**src/rtl/bcd_pkg.sv**
```systemverilog
package bcd_pkg;
  typedef enum logic [1:0] {
    OP_ADD  = 2'd0,
    OP_SUB  = 2'd1,
    OP_NEG  = 2'd2,
    OP_ADD2 = 2'd3
  } bcd_op_e;
endpackage

```
**src/rtl/bcd_digit_step.sv**
```systemverilog
// One decimal digit: binary add or subtract of two nibbles with carry/borrow in,
// followed by a +6 / -6 correction.
module bcd_digit_step (
  input  logic       sub_i,
  input  logic [3:0] a_i,
  input  logic [3:0] b_i,
  input  logic       cin_i,
  output logic [3:0] d_o,
  output logic       cout_o
);
  logic [4:0] raw;

  always_comb begin
    if (!sub_i) begin
      raw = {1'b0, a_i} + {1'b0, b_i} + {4'b0, cin_i};
      if (raw > 5'd9) begin
        d_o    = raw[3:0] + 4'd6;
        cout_o = 1'b1;
      end else begin
        d_o    = raw[3:0];
        cout_o = 1'b0;
      end
    end else begin
      raw = {1'b0, a_i} - {1'b0, b_i} - {4'b0, cin_i};
      if (raw[4]) begin
        d_o    = raw[3:0] - 4'd6;
        cout_o = 1'b1;
      end else begin
        d_o    = raw[3:0];
        cout_o = 1'b0;
      end
    end
  end
endmodule

```
**src/rtl/bcd_core.sv**
```systemverilog
// Combinational packed-decimal datapath: operand steering plus a ripple of digit steps.
module bcd_core
  import bcd_pkg::*;
#(
  parameter int DIGITS = 2,
  localparam int W = 4 * DIGITS
) (
  input  logic [1:0]   op_i,
  input  logic [W-1:0] src_i,
  input  logic [W-1:0] dst_i,
  input  logic         xin_i,
  output logic [W-1:0] res_o,
  output logic         carry_o
);
  logic [W-1:0]    lhs;
  logic [W-1:0]    rhs;
  logic            is_sub;
  logic [DIGITS:0] chain;

  always_comb begin
    case (bcd_op_e'(op_i))
      OP_SUB: begin
        lhs    = dst_i;
        rhs    = src_i;
        is_sub = 1'b1;
      end
      OP_NEG: begin
        lhs    = '0;
        rhs    = dst_i;
        is_sub = 1'b1;
      end
      default: begin
        lhs    = src_i;
        rhs    = dst_i;
        is_sub = 1'b0;
      end
    endcase
  end

  assign chain[0] = xin_i;

  for (genvar g = 0; g < DIGITS; g++) begin : g_digit
    bcd_digit_step u_step (
      .sub_i  (is_sub),
      .a_i    (lhs[4*g +: 4]),
      .b_i    (rhs[4*g +: 4]),
      .cin_i  (chain[g]),
      .d_o    (res_o[4*g +: 4]),
      .cout_o (chain[g+1])
    );
  end

  assign carry_o = chain[DIGITS];
endmodule

```
**src/rtl/bcd_byte_alu.sv**
```systemverilog
module bcd_byte_alu #(
  parameter int DIGITS = 2,
  localparam int W = 4 * DIGITS
) (
  input  logic         clk,
  input  logic         rst_n,
  input  logic         valid_i,
  input  logic [1:0]   op_i,
  input  logic [W-1:0] src_i,
  input  logic [W-1:0] dst_i,
  input  logic         x_i,
  input  logic         z_i,
  output logic [W-1:0] result_o,
  output logic         x_o,
  output logic         z_o,
  output logic         c_o,
  output logic         n_o,
  output logic         v_o,
  output logic         done_o
);
  logic [W-1:0] sum;
  logic         carry;
  logic [W-1:0] res_q;
  logic         x_q;
  logic         z_q;
  logic         c_q;
  logic         done_q;
  logic         z_d;

  bcd_core #(.DIGITS(DIGITS)) u_core (
    .op_i    (op_i),
    .src_i   (src_i),
    .dst_i   (dst_i),
    .xin_i   (x_i),
    .res_o   (sum),
    .carry_o (carry)
  );

  // Sticky zero: only a non-zero byte can clear it, nothing sets it.
  always_comb begin
    z_d = z_i & (sum == '0);
  end

  always_ff @(posedge clk or negedge rst_n) begin
    if (!rst_n) begin
      res_q <= '0;
      x_q   <= 1'b0;
      z_q   <= 1'b0;
      c_q   <= 1'b0;
    end else if (valid_i) begin
      res_q <= sum;
      x_q   <= carry;
      z_q   <= z_d;
      c_q   <= carry;
    end
  end

  always_ff @(posedge clk or negedge rst_n) begin
    if (!rst_n) done_q <= 1'b0;
    else        done_q <= valid_i;
  end

  assign result_o = res_q;
  assign x_o      = x_q;
  assign z_o      = z_q;
  assign c_o      = c_q;
  assign n_o      = 1'b0;
  assign v_o      = 1'b0;
  assign done_o   = done_q;
endmodule

```
**config.mk**
```make
export PLATFORM = sky130hd
export DESIGN_NAME = bcd_byte_alu
export DESIGN_NICKNAME = d
export VERILOG_FILES = /design/src/rtl/bcd_pkg.sv /design/src/rtl/bcd_digit_step.sv /design/src/rtl/bcd_core.sv /design/src/rtl/bcd_byte_alu.sv
export SDC_FILE = /design/constraint.sdc
export NUM_CORES = 1
export LEC_CHECK = 0
export CAP_MARGIN = 20
export CORE_MARGIN = 2
export CORE_UTILIZATION = 57
export DETAILED_ROUTE_END_ITERATION = 8
export PLACE_DENSITY = 0.9
export SETUP_SLACK_MARGIN = 0.05
export SYNTH_ARGS = -nofsm -noshare
export SYNTH_HDL_FRONTEND = slang
export SYNTH_SLANG_ARGS = --single-unit
```
**constraint.sdc**
```tcl
create_clock -name clk -period 2.1 [get_ports clk]
set_clock_uncertainty 0.05 [all_clocks]
set_input_delay 0.42 -clock clk [delete_from_list [all_inputs] [get_ports clk]]
set_output_delay 0.42 -clock clk [all_outputs]
set_load 0.005 [all_outputs]
```
==> impl_metrics.yaml, run 1 <==
logic_synthesis:
  synth_seq_cells: 11
  netlist_area_um2: 1830
  ys_async_sr_fraction_pct: 100
  seq_area_frac_synth_pct: 15.0
  syn_avg_cell_area_um2: 9.07
  ys_types: 54
  synthFlopType: "dfrtp_1"
  syn_inst: 202
  synth_edf_count: 0
  ys_warn_count: 0
clock_tree:
  post_cts_buffers: 20
  hold_buffers: 0
  cts-buffers-inserted: 3
  htree_levels: 1
  clock-sinks: 11
  cts_resized: 60
  cts_buffer_depth: 2
  cts-root-buf: "clkbuf_4"
place:
  dp.final_hpwl_um: 4150
  io_buffers: 34
  routabilityCongestion: 0.864
run_status:
  status: "aborted with a tool error"
  failed_stage: "clock tree synthesis (4_1_cts)"
  firstError: "[ERROR DPL-0033] detailed placement checks failed during check placement."
floorplanning:
  rows: 20
  initial_core_util_pct: 60.0
  pin_count: 37
  die_w_um: 60.7
  die_h_um: 60.7
cells by family after synthesis:
logic type,synth area share (%)
AOI/OAI and AO/OA,19.9
xor gates and xnor gates,7.85
adders and majority gates,22.4
buffers and inverters,9.01
DFF,15.0
muxes,11.5
other,0.205
and+or+nand+nor,14.1
synth_stat cells (4+ instances only):
library cell | number | area, µm²
nand3_1 | 4 | 20.0
o21ai_0 | 4 | 20.0
inv_1 | 27 | 101
a21oi_1 | 7 | 35.0
nand2b_1 | 6 | 37.5
dfrtp_1 | 11 | 275
mux2i_1 | 11 | 110
clkbuf_1 | 4 | 15.0
nand2_1 | 10 | 37.5
fa_1 | 8 | 160
nor2_1 | 11 | 41.3
ha_1 | 20 | 250
mux2_2 | 9 | 101
xnor2_1 | 8 | 70.1
per-stage QoR:
step	worst slack (ns)	cells	cell area [µm²]
2_1_floorplan	-2.98	203	1990
3_3_place_gp	-3.32	323	2660
3_5_place_dp	-3.56	323	2660
==> inputs of run 2 (changes only) <==
- CORE_UTILIZATION: 57 -> 40
- PLACE_DENSITY: 0.9 -> default
- PLACE_DENSITY_LB_ADDON: default -> 0.15
- SETUP_SLACK_MARGIN: 0.05 -> default
==> run 2 against run 1 <==
  * The flow now finishes, with violations (negative setup slack)
  * Synthesized area did not move
  * Synthesized cell count unchanged
==> impl_metrics.yaml, run 2 <==
sta:
  timing.final.ws_setup_ns: -2.50
  holdWs_ns: 0.462
  fmax_mhz: 217
  period_share_pct: 219
  period_minus_slack_ns: 4.60
  setup-violations-final: 9
  setup-tns-final_ns: -16.09
  finalHoldViolations: 0
  rsz0062_at_grt: "yes"
  slew_violations: 0
cells_and_area:
  drive_gt1_share_pct: 44.3
  layout_commonest_cell: "buf_4"
  utilization_pct: 67.1
  diodes: 0
  nNetsFinal: 350
  mostFrequentLayoutCells: "buf_4, clkdlybuf4s50_1, inv_1"
  fin_cells: 350
  largest_reg_flops: 8
  nFillCells: 374
  area_growth_pct: 60.5
worst_setup_path:
  r2r-end: "result_o[2]"
  worst-endpoint-required_ns: 2.17
  crit_fanout: 4
  rrSetupSlack_ns: 1.22
  r2r_cells: 2
  reg2reg_from: "result_o[2]"
  arrival_ns: 4.66
  path_class: "input port to register"
  cp-end-kind: "register"
  cp-start-kind: "input port"
place:
  routabilityCongestion: 0.783
  dp_cells: 338
  io_buffers: 34
  dp.final_hpwl_um: 3460
logic_synthesis:
  ys_types: 54
  ys_warn_count: 0
  ys_async_sr_fraction_pct: 100
  netlist_area_um2: 1830
  netlist.area_leader.share_pct: 15.0
  yosysTopAreaCell: "dfrtp_1"
  synthTopCellsByArea: "dfrtp_1, ha_1, fa_1"
  syn_inst: 202
  synth_seq_cells: 11
  seq_area_frac_synth_pct: 15.0
  synth.most_common_cell: "inv_1"
  synthFlopType: "dfrtp_1"
  syn_avg_cell_area_um2: 9.07
  synth_edf_count: 0
  synth_common_cells: "inv_1, ha_1, dfrtp_1, mux2i_1, nor2_1"
clock_tree:
  htree_levels: 1
  cts_tree: "built"
  clkTransAtPathRegs_ns: 0.05
  clock-sinks: 11
  cts-buffers-inserted: 3
  cts_buffer_depth: 2
  clock_latency_ns: 0.23
  cts-root-buf: "clkbuf_8"
  hold_buffers: 0
grt:
  grt_overflow: 0
  track_usage_pct: 17.8
  grt_max_degree: 16
  antenna_found_initial: 0
  grt_pass1_vias: 1740
  grt_pass1_wl_um: 7530
floorplanning:
  die_h_um: 71.7
  die-area_um2: 5140
  pin_count: 37
  initial_core_util_pct: 41.8
  die_w_um: 71.7
  coreArea_um2: 4380
  rows: 24
drt:
  drc_errors: 0
  dr.pass1.iters: 4
  detail-route-antenna-nets: 0
  drt-initial-drc-count: 27
  post_drt_wl_per_cell_um: 12.1
  vias: 1709
  finalWirelength_um: 4240
  viasPerCell: 4.88
run:
  cap_viol_max_count: 0
run_status:
  violations: "negative setup slack"
  status: "finished, violations left"
hold_path:
  worstHoldPathType: "register to register"
  hold_path_startpoint: "result_o[5]"
  hold_path_end: "result_o[5]"
  holdPathStages: 2
power_and_ir_drop:
  power.density_nw_per_um2: 877
  ir_drop_v: 0.000353
  p_leak_nw: 1.36
run 2: worst max path at each step:
stage / endpoint / slack [ns] / startpoint
floorplan: z_o / -2.98 / op_i[1]
global placement: z_o / -3.36 / op_i[1]
detailed placement: z_o / -3.43 / op_i[1]
CTS: z_o / -2.46 / op_i[1]
global route: z_o / -2.70 / op_i[1]
finish: z_o / -2.50 / op_i[1]
run 2: report_power, final:
part           total (mW)  leakage [nW]  internal [mW]  switching, mW
sequential          0.333         0.132          0.294         0.0396
clock               0.202        0.0228          0.132         0.0693
combinational        2.04          1.21           1.19          0.859
run 2: cell families (layout without fill, tap and decap cells):
kind of cell,after synthesis,after routing,synth area share (%)
DFF,11,11,15.0
muxes,20,20,11.5
adders and majority gates,28,28,22.4
xor gates and xnor gates,13,13,7.85
buffers and inverters,37,132,9.01
and+or+nand+nor,47,47,14.1
other,1,2,0.205
AOI/OAI and AO/OA,45,45,19.9
run 2: layout make-up:
class | count | area [µm²] | area share (%)
Multi-Input combinational cell | 155 | 1590 | 54.0
Timing Repair Buffer | 100 | 850 | 28.9
Sequential cell | 11 | 275 | 9.36
Inverter | 28 | 118 | 4.00
Tap cell | 52 | 65.1 | 2.21
Clock buffer | 4 | 45.0 | 1.53
run 2: through the flow:
stage	setup WS (ns)	cell area, µm²	total power [mW]
final	-2.50	2940	2.58
after global routing	-2.70	2940	2.83
after CTS	-2.46	2910	2.56
after detailed placement	-3.43	2730	2.22
after global placement	-3.36	2730	2.20
after floorplan	-2.98	1990	1.45
run 2: timing repair:
action                                  in CTS  in global routing
pin swaps                                   14                  9
gates resized for setup                     35                  2
endpoints found under the setup margin      10                  9
buffers inserted                             5                  3
endpoints found under the hold margin        0                  0
run 2: critical path, cell delays in order:
cell	delay [ns]
buf_8	0.11
inv_12	0.05
ha_4	0.16
mux2i_4	0.26
fa_2	0.24
inv_2	0.04
fa_2	0.54
inv_2	0.05
ha_4	0.15
a22oi_2	0.21
inv_2	0.05
o21a_1	0.17
nand2_1	0.05
o21a_1	0.16
inv_2	0.05
fa_2	0.38
fa_2	0.40
nand2b_4	0.09
nand2_2	0.06
ha_4	0.28
a21oi_2	0.04
o22a_1	0.19
o221ai_2	0.17
o32ai_2	0.10
a41o_1	0.24
run 2: per-layer routing:
layer  vias to the layer above  wire length [µm]  global-route usage [%]
li1                        890                 -                       -
met1                       778              1970                    22.4
met2                        35              2080                    32.4
met3                         6               130                    1.83
met4                         0                56                    4.40
met5                         -                 0                       0
Note: power is estimated with default switching activity, not from simulation.
